<file path="config.mk">
export PLATFORM = sky130hd
export DESIGN_NAME = ecc_erased_check
export DESIGN_NICKNAME = d
export VERILOG_FILES = /design/src/rtl/ecc_scan_pkg.sv /design/src/rtl/ecc_zero_count.sv /design/src/rtl/ecc_zero_accum.sv /design/src/rtl/ecc_erased_check.sv
export SDC_FILE = /design/constraint.sdc
export NUM_CORES = 1
export LEC_CHECK = 0
export ABC_CLOCK_PERIOD_IN_PS = 9370
export BUFFER_PORTS_ARGS = -buffer_cell sky130_fd_sc_hd__buf_4
export CORE_ASPECT_RATIO = 0.6
export CORE_MARGIN = 8
export CORE_UTILIZATION = 35
export DETAILED_ROUTE_END_ITERATION = 8
export SETUP_SLACK_MARGIN = 0.2
export SKIP_LAST_GASP = 1
export SYNTH_ARGS = -nofsm -noshare
export SYNTH_HDL_FRONTEND = slang
export SYNTH_HIERARCHICAL = 1
export SYNTH_SLANG_ARGS = --single-unit
</file>
<file path="constraint.sdc">
create_clock -name clk -period 9.37 [get_ports clk]
set_input_delay 0.4685 -clock clk [delete_from_list [all_inputs] [get_ports clk]]
set_output_delay 0.4685 -clock clk [all_outputs]
set_load 0.01 [all_outputs]
</file>
<file path="src/rtl/ecc_scan_pkg.sv">
package ecc_scan_pkg;

    typedef enum logic [1:0] {
        RES_OK     = 2'd0,
        RES_ERASED = 2'd1,
        RES_FAIL   = 2'd2
    } res_e;

    typedef enum logic {
        ST_IDLE = 1'b0,
        ST_SCAN = 1'b1
    } scan_state_e;

endpackage

</file>
<file path="src/rtl/ecc_zero_count.sv">
module ecc_zero_count #(
    parameter int WORD_W = 32,
    parameter int LANE_W = 8,
    localparam int LANES = WORD_W / LANE_W,
    localparam int CW    = $clog2(LANE_W + 1),
    localparam int ZW    = $clog2(WORD_W + 1)
) (
    input  logic [WORD_W-1:0] word_i,
    output logic [ZW-1:0]     zeros_o
);

    logic [CW-1:0] lane_cnt [LANES];

    for (genvar g = 0; g < LANES; g++) begin : g_lane
        logic [CW-1:0] cnt;
        always_comb begin
            cnt = '0;
            for (int b = 0; b < LANE_W; b++) begin
                cnt = cnt + CW'(!word_i[g*LANE_W + b]);
            end
        end
        assign lane_cnt[g] = cnt;
    end

    always_comb begin
        zeros_o = '0;
        for (int l = 0; l < LANES; l++) begin
            zeros_o = zeros_o + ZW'(lane_cnt[l]);
        end
    end

endmodule

</file>
<file path="src/rtl/ecc_zero_accum.sv">
module ecc_zero_accum #(
    parameter int ZW         = 6,
    parameter int LIM_W      = 6,
    parameter int TOT_W      = 7,
    parameter int STEP_WORDS = 512,
    localparam int IDX_W     = $clog2(STEP_WORDS)
) (
    input  logic             clk,
    input  logic             rst_n,
    input  logic             clear_i,
    input  logic [LIM_W-1:0] limit_i,
    input  logic             beat_i,
    input  logic [ZW-1:0]    zeros_i,
    output logic [TOT_W-1:0] total_next_o,
    output logic             stopped_next_o,
    output logic             last_o
);

    typedef struct packed {
        logic [TOT_W-1:0] total;
        logic             stopped;
        logic [IDX_W-1:0] idx;
    } acc_t;

    acc_t st_d, st_q;
    logic [TOT_W-1:0] sum;

    always_comb begin
        st_d = st_q;
        sum  = st_q.total + TOT_W'(zeros_i);
        if (clear_i) begin
            st_d = '0;
        end else if (beat_i) begin
            st_d.idx = st_q.idx + 1'b1;
            if (!st_q.stopped) begin
                st_d.total   = sum;
                st_d.stopped = (sum > TOT_W'(limit_i));
            end
        end
    end

    always_ff @(posedge clk) begin
        if (!rst_n) st_q <= '0;
        else        st_q <= st_d;
    end

    assign total_next_o   = st_d.total;
    assign stopped_next_o = st_d.stopped;
    assign last_o         = (st_q.idx == IDX_W'(STEP_WORDS - 1));


    frozen_total_chk: assert property (@(posedge clk) disable iff (!rst_n)
        (st_q.stopped && !clear_i) |=> $stable(st_q.total))
        else $error("total moved after stop");


    below_limit_chk: assert property (@(posedge clk) disable iff (!rst_n)
        !st_q.stopped |-> (st_q.total <= TOT_W'(limit_i)))
        else $error("total above limit without stop");


    idle_no_advance_chk: assert property (@(posedge clk) disable iff (!rst_n)
        (!beat_i && !clear_i) |=> $stable(st_q.idx))
        else $error("word index moved without a beat");

endmodule

</file>
<file path="src/rtl/ecc_erased_check.sv">
module ecc_erased_check
    import ecc_scan_pkg::*;
#(
    parameter int WORD_W     = 32,
    parameter int STEP_WORDS = 512,
    parameter int STRENGTH   = 24,
    parameter int LIM_W      = 6,
    parameter int STAT_W     = 8,
    parameter int FLAG_BIT   = 7,
    localparam int ZW        = $clog2(WORD_W + 1),
    localparam int TOT_W     = $clog2((1 << LIM_W) - 1 + WORD_W + 1),
    localparam int HALF      = STRENGTH / 2
) (
    input  logic              clk,
    input  logic              rst_n,
    input  logic              start_i,
    input  logic [STAT_W-1:0] status_i,
    input  logic              word_valid_i,
    input  logic [WORD_W-1:0] word_data_i,
    output logic              word_ready_o,
    output logic              done_o,
    output logic [1:0]        result_o,
    output logic [TOT_W-1:0]  count_o,
    output logic              fill_ones_o
);

    typedef struct packed {
        scan_state_e      state;
        logic [LIM_W-1:0] limit;
        logic             done;
        res_e             result;
        logic [TOT_W-1:0] count;
        logic             fill;
    } ctl_t;

    ctl_t ctl_d, ctl_q;

    logic             beat;
    logic             clear;
    logic [ZW-1:0]    zeros;
    logic [TOT_W-1:0] total_next;
    logic             stopped_next;
    logic             last_word;
    logic [STAT_W-1:0] status_unused;

    assign status_unused = status_i;

    ecc_zero_count #(
        .WORD_W (WORD_W),
        .LANE_W (8)
    ) u_zeros (
        .word_i  (word_data_i),
        .zeros_o (zeros)
    );

    ecc_zero_accum #(
        .ZW         (ZW),
        .LIM_W      (LIM_W),
        .TOT_W      (TOT_W),
        .STEP_WORDS (STEP_WORDS)
    ) u_accum (
        .clk            (clk),
        .rst_n          (rst_n),
        .clear_i        (clear),
        .limit_i        (ctl_q.limit),
        .beat_i         (beat),
        .zeros_i        (zeros),
        .total_next_o   (total_next),
        .stopped_next_o (stopped_next),
        .last_o         (last_word)
    );

    assign word_ready_o = (ctl_q.state == ST_SCAN);
    assign beat         = word_valid_i && word_ready_o;

    always_comb begin
        ctl_d      = ctl_q;
        ctl_d.done = 1'b0;
        clear      = 1'b0;
        unique case (ctl_q.state)
            ST_IDLE: begin
                if (start_i) begin
                    if (status_i[FLAG_BIT]) begin
                        ctl_d.state = ST_SCAN;
                        ctl_d.limit = status_i[LIM_W-1:0];
                        clear       = 1'b1;
                    end else begin
                        ctl_d.done   = 1'b1;
                        ctl_d.result = RES_OK;
                        ctl_d.count  = TOT_W'(status_i[LIM_W-1:0]);
                        ctl_d.fill   = 1'b0;
                    end
                end
            end
            ST_SCAN: begin
                if (beat && last_word) begin
                    ctl_d.state = ST_IDLE;
                    ctl_d.done  = 1'b1;
                    if (stopped_next && (total_next > TOT_W'(HALF))) begin
                        ctl_d.result = RES_FAIL;
                        ctl_d.count  = total_next;
                        ctl_d.fill   = 1'b0;
                    end else begin
                        ctl_d.result = RES_ERASED;
                        ctl_d.count  = '0;
                        ctl_d.fill   = 1'b1;
                    end
                end
            end
            default: ctl_d.state = ST_IDLE;
        endcase
    end

    always_ff @(posedge clk) begin
        if (!rst_n) begin
            ctl_q        <= '0;
            ctl_q.state  <= ST_IDLE;
            ctl_q.result <= RES_OK;
        end else begin
            ctl_q <= ctl_d;
        end
    end

    assign done_o      = ctl_q.done;
    assign result_o    = ctl_q.result;
    assign count_o     = ctl_q.count;
    assign fill_ones_o = ctl_q.fill;


    ready_off_at_done_chk: assert property (@(posedge clk) disable iff (!rst_n)
        done_o |-> !word_ready_o)
        else $error("ready high during done");


    fail_over_half_chk: assert property (@(posedge clk) disable iff (!rst_n)
        (done_o && result_o == RES_FAIL) |-> (count_o > TOT_W'(HALF)))
        else $error("failure reported at or below half strength");


    erased_zero_chk: assert property (@(posedge clk) disable iff (!rst_n)
        fill_ones_o |-> (result_o == RES_ERASED && count_o == '0))
        else $error("fill request without erased result");


    hold_chk: assert property (@(posedge clk) disable iff (!rst_n)
        !done_o |-> ($stable(result_o) && $stable(count_o) && $stable(fill_ones_o)))
        else $error("result changed without done");

endmodule

</file>
==> Word level (Yosys, flattened, before mapping) <==
Cells that the tools add are included.
{ "op_classes": {"addsub": 33, "n_mul": 0, "div_mod_pow": 0, "order_cmp": 2, "eq_ne": 4, "shifts": 0, "mux": 14, "bitwise_logic": 2, "reduce_logical": 38} }
{ "ops": {"columns": ["op", "count"], "rows": [
  ["$add 4x1->4", 24],
  ["$mux 17", 2],
  ["$logic_not 1->1", 32],
  ["$mux 11", 2],
  ["$pmux 11 s2", 1],
  ["$mux 18", 1],
  ["$add 6x4->6", 2],
  ["$mux 10", 1],
  ["$add 9x1->9 const B", 1],
  ["$eq 9x9->1 const B", 1],
  ["$add 1x1->2", 4],
  ["$mux 8", 1],
  ["$add 7x6->7", 1],
  ["$gt 7x4->1 const B", 1],
  ["$gt 7x6->1", 1],
  ["$mux 7", 1],
  ["$reduce_and 3->1", 2],
  ["$add 4x4->5", 1],
  ["$mux 1", 4],
  ["$ne 2x2->1 const B", 2],
  ["$logic_and 1x1->1", 3],
  ["$ne 2x1->1 const B", 1],
  ["$not 1->1", 2],
  ["$pmux 1 s2", 1],
  ["$reduce_or 2->1", 1]
]} }
{ "word_totals": {"reg_bits": 35, "latchBits": 0, "ram_bits": 0, "romBits": 0, "wordCells": 102, "n_memories": 0} }

==> Logic depth before layout (Yosys ltp) <==
{ "logic_depth": {"ltp_word": 21, "depth_mapped": 31, "ltp_nobuf": 31} }

==> Cells and area by module <==
Netlist, hierarchy kept.
{ "modules_own_cells": {"columns": ["module", "instances", "cells_per_inst", "area_each_um2", "seq_area_each_um2"], "rows": [
  ["ecc_zero_accum", 1, 158, 1298.7, 340.3],
  ["ecc_zero_count", 1, 105, 934.6, 0.0],
  ["ecc_erased_check", 1, 78, 758.2, 340.3]
]} }

==> Worst setup path before layout <==
Ideal clock, no wire load.
{ "synth_path": {"path_kind": "input -> register", "from": "input word_data_i[3]", "to": "register ctl_q, in the netlist count_o[4]", "setup_time_ns": 0.122, "arrival_time_ns": 7.653, "t_required_ns": 9.248, "path_slack_ns": 1.595, "stages": 25, "path_buffers": 0, "cell_sequence": "inv_1 -> fa_1 -> fa_1 -> ha_1 -> fa_1 -> fa_1 -> fa_1 -> fa_1 -> fa_1 -> inv_1 -> fa_1 -> fa_1 -> inv_1 -> fa_1 -> a21o_2 -> a211oi_1 -> nor2_1 -> ha_1 -> a21o_1 -> a21o_1 -> o211ai_1 -> nand3_1 -> nand4_1 -> nor2_1 -> a221o_1"} }
{ "synth_via": {"elab_chain_cells": 18, "elab_cells_between_ends": 19, "cone_classes": "add/sub: 9; order compare: 2; mux: 6; reduce/logical: 2"} }
{ "synth_rtl": {"columns": ["element", "line", "rtl"], "rows": [
  ["start, declared", "ecc_erased_check.sv:19", "input logic [WORD_W-1:0] word_data_i,"],
  ["$logic_not 1->1", "ecc_zero_count.sv:19", "cnt = cnt + CW'(!word_i[g*LANE_W + b]);"],
  ["$add 4x1->4 (5 in a row)", "ecc_zero_count.sv:19", null],
  ["$add 4x4->5", "ecc_zero_count.sv:28", "zeros_o = zeros_o + ZW'(lane_cnt[l]);"],
  ["$add 6x4->6 (2 in a row)", "ecc_zero_count.sv:28", null],
  ["via zeros[1]", "ecc_erased_check.sv:40", "logic [ZW-1:0] zeros;"],
  ["$add 7x6->7", "ecc_zero_accum.sv:30", "sum = st_q.total + TOT_W'(zeros_i);"],
  ["$gt 7x6->1", "ecc_zero_accum.sv:37", "st_d.stopped = (sum > TOT_W'(limit_i));"],
  ["$mux 8", "ecc_zero_accum.sv:35", "if (!st_q.stopped) begin"],
  ["$mux 17", "ecc_zero_accum.sv:33", "end else if (beat_i) begin"],
  ["$mux 17", "ecc_zero_accum.sv:31", "if (clear_i) begin"],
  ["via stopped_next", "ecc_erased_check.sv:42", "logic stopped_next;"],
  ["$logic_and 1x1->1", "ecc_erased_check.sv:99", "if (stopped_next && (total_next > TOT_W'(HALF))) begin"],
  ["$mux 10", "ecc_erased_check.sv:99", null],
  ["$mux 11", "ecc_erased_check.sv:96", "if (beat && last_word) begin"],
  ["$pmux 11 s2", "ecc_erased_check.sv:80", "unique case (ctl_q.state)"],
  ["end signal, assigned", "ecc_erased_check.sv:120", "ctl_q <= ctl_d;"],
  ["end, declared", "ecc_erased_check.sv:36", "ctl_t ctl_d, ctl_q;"]
]} }
The timed path passes the listed nets, and every way through them passes these cells. The select of a mux whose other input is x is not followed.
A chain may end at the register's enable or synchronous reset.

==> Final worst setup path <==
{ "layout_path": {"from": "input word_data_i[3]", "to": "register ctl_q, in the netlist count_o[1]"} }
The elaborated chain is that of the path after synthesis.

==> out/qor.txt <==
STATUS
--------------------------------------------------------------------------------------------------
Status                                                                                finished, final reports clean

CELLS AND AREA
--------------------------------------------------------------------------------------------------
Ratio of cells with drive above 1 in the final layout                                        0.197
# nets final                                                                                   480
Area overhead of the layout relative to synthesis                                            19.2%
Final Cell Area                                                                           3560 um2
ANT cells                                                                                        0

CLOCKING
--------------------------------------------------------------------------------------------------
Source-to-sink clock delay at the later pin of the worst-skew pair                          280 ps
Post-cts repair resize count                                                                     0
TritonCTS clock tree                                                                         built
Max Root-Sink Buffers                                                                            2
Num CTS Buffers                                                                                  5
Library cell used as clock root buffer                                                   clkbuf_16
Buffer count from post-CTS setup fixing                                                          0
Number of hold buffers added after cts                                                           0
Clock tree sinks                                                                                34
Clock transition time at the flip-flop clock pins of the worst setup and hold paths          50 ps
# H-tree levels                                                                                  2

SYNTH
--------------------------------------------------------------------------------------------------
Leading post-synthesis cells by cell area                                             dfxtp_1 23%, fa_1 17%, ha_1 11%, inv_1 8.0%, nor2_1 3.4%
EDFF count, synth                                                                                0
Flip-flop and latch count after synthesis                                                       34
Top post-synthesis cells by count                                                     64 x inv_1, 34 x dfxtp_1, 27 x nor2_1, 26 x ha_1, 25 x fa_1
Top cell type's share of synthesized area                                                    0.228
Flip-flop cell with the highest count after synthesis                                      dfxtp_1
Total of warnings raised by yosys                                                                6
Count leader, synth                                                                          inv_1
Mapped Nets                                                                                    436
Cell type with the largest total area after synthesis                                      dfxtp_1
Seq/Total Area, Yosys                                                                        0.228
Post-synthesis instance area                                                              2990 um2
Synth unique cells                                                                              53
Fraction of registers with async set or reset after synthesis                                    0
Average cell area after synthesis                                                         8.77 um2
Count of mapped cells out of synthesis                                                         341

GRT
--------------------------------------------------------------------------------------------------
Maximum number of pins on one net before global-route repair                                    16
Total global routing track utilization                                                       0.115
Overflow left after global routing                                                               0
Initial antenna violation count                                                                  0
Global-route wire length before repair                                                   11,100 um
Number of global-route vias before repair                                                    2,370

TIMING
--------------------------------------------------------------------------------------------------
Min Clock Period, post-route                                                               8100 ps
Count of endpoints failing hold in the final timing report                                       0
Worst-margin pin slew                                                                       614 ps
Peak clock frequency supported by timing                                                   123 MHz
Post-route clock skew                                                                      5.31 ps
Rel. slew slack                                                                              0.591
RSZ-0062 raised after global routing                                                            no
Part of the cycle the worst path needs                                                       0.864
Max-slew violation count                                                                         0
Final setup violating endpoints                                                                  0
Setup TNS after final layout                                                                  0 ps

MIN PATH
--------------------------------------------------------------------------------------------------
Worst min-delay path class                                                               in -> reg

PLACED DESIGN
--------------------------------------------------------------------------------------------------
Area of placed instances                                                                  3430 um2
Weighted congestion reported at the end of routability-driven placement                      0.821
HPWL after detailed placement                                                              5430 um
Number of port buffers                                                                          54

FLOORPLANNING
--------------------------------------------------------------------------------------------------
Boundary pin count                                                                              56
Die area                                                                                11,900 um2
Initial core utilization                                                                     0.356
Horiz. Die Dim                                                                              135 um
Row cnt                                                                                         26
Vert. Die Dim                                                                              87.6 um
Area of the placeable core                                                                8390 um2

ROUTING
--------------------------------------------------------------------------------------------------
Residual DRC                                                                                     0
Wire length per cell                                                                       13.1 um
Total via count in the routed design                                                         2,380
Final routed wirelength across all metal layers                                            6510 um
First-pass iteration count of the detailed router                                                4
Number of antenna-violating nets in the routed design                                            0
Number of design-rule violations left by the first detailed-router iteration                   131
Via-per-instance ratio                                                                        4.79

WORST SETUP PATH
--------------------------------------------------------------------------------------------------
Critical path type                                                                       in -> reg
Required time of the critical path                                                         9590 ps
Worst-path maximum fanout                                                                        4
Endpoint arrival time on the critical path                                                 8320 ps
Setup crit start kind                                                                 primary input
Cell with the largest stage delay on the worst path                                           fa_1
Crit-path max cell delay                                                                    550 ps
Most Frequent Cell on Critical Path                                                           fa_1
Crit path capture type                                                                    register

FLOW RUN
--------------------------------------------------------------------------------------------------
Max Cap Violations                                                                               0

==> path summary, 6_finish.rpt <==
check	startpoint	end	slack, ps	cells past startpoint
max	word_data_i[3]	count_o[1]	1270	27
min	status_i[1]	ctl_q[12]	430	3
max reg2reg	u_accum/st_q[10]	count_o[1]	5990	13
min reg2reg	count_o[5]	count_o[5]	470	2
==> kinds of logic (layout without fill, tap and decap cells) <==
logic type	Yosys count	in the layout	synth area share
simple gates	99	99	0.175
xor+xnor	13	13	0.0381
fa+ha+maj	51	51	0.276
flops	34	34	0.228
buf+inv	81	125	0.116
mux	8	8	0.0268
compound gates	55	55	0.140
==> registers in the layout, indices dropped and copies added, names as in the netlist <==
register and cells:
count_o 7, ctl_q 6, done_o 1, result_o 2
u_accum/st_q 17, word_ready_o 1
==> cells in the final DEF (no fill, tap or decap), types with 8 or more instances in the layout <==
| master | netlist | final |
|---|---|---|
| nand3_1 | 14 | 14 |
| a21oi_1 | 17 | 17 |
| ha_1 | 26 | 26 |
| nor3_1 | 8 | 8 |
| mux2i_1 | 8 | 8 |
| buf_4 | 9 | 54 |
| inv_1 | 64 | 64 |
| nor2_1 | 27 | 27 |
| fa_1 | 25 | 25 |
| dfxtp_1 | 34 | 34 |
| nand2_1 | 11 | 11 |
| xnor2_1 | 8 | 8 |
==> per-stage QoR <==
stage | worst slack (ps) | instances | hold WS, ps | utilization
after floorplan | 1600 | 341 | 448 | -
after global routing | 820 | 497 | 445 | 0.425
after detailed placement | 953 | 490 | 463 | 0.409
final | 1270 | 497 | 431 | 0.425
after global placement | 1040 | 490 | 465 | 0.409
after CTS | 1230 | 497 | 427 | 0.425
==> worst max-delay path: cells and delay by family <==
kind	cells	cell delay (ps)
adder cells (fa/ha/maj)	12	5330
AO/OA/AOI/OAI	7	1760
AND/OR/NAND/NOR	3	430
buffers and inverters	4	230
XOR/XNOR	1	90
==> layer usage <==
layer  global-route usage  share of wire
met1                0.158           0.51
met3               0.0332          0.057
met5                    0              0
met4               0.0210         0.0012
met2                0.176           0.43
==> layout make-up <==
cell class / instances / area, um2
repair buffers: 54 / 405
clock buffers: 5 / 125
well taps: 112 / 140
inverters: 64 / 240
flip-flops and latches: 34 / 681
fillers: 839 / 4830
multi-input cells: 226 / 1960
clock inverters: 2 / 10.0
Power is not shown: default switching activity piles up to over one toggle a cycle in this logic, so the estimate is an artifact.
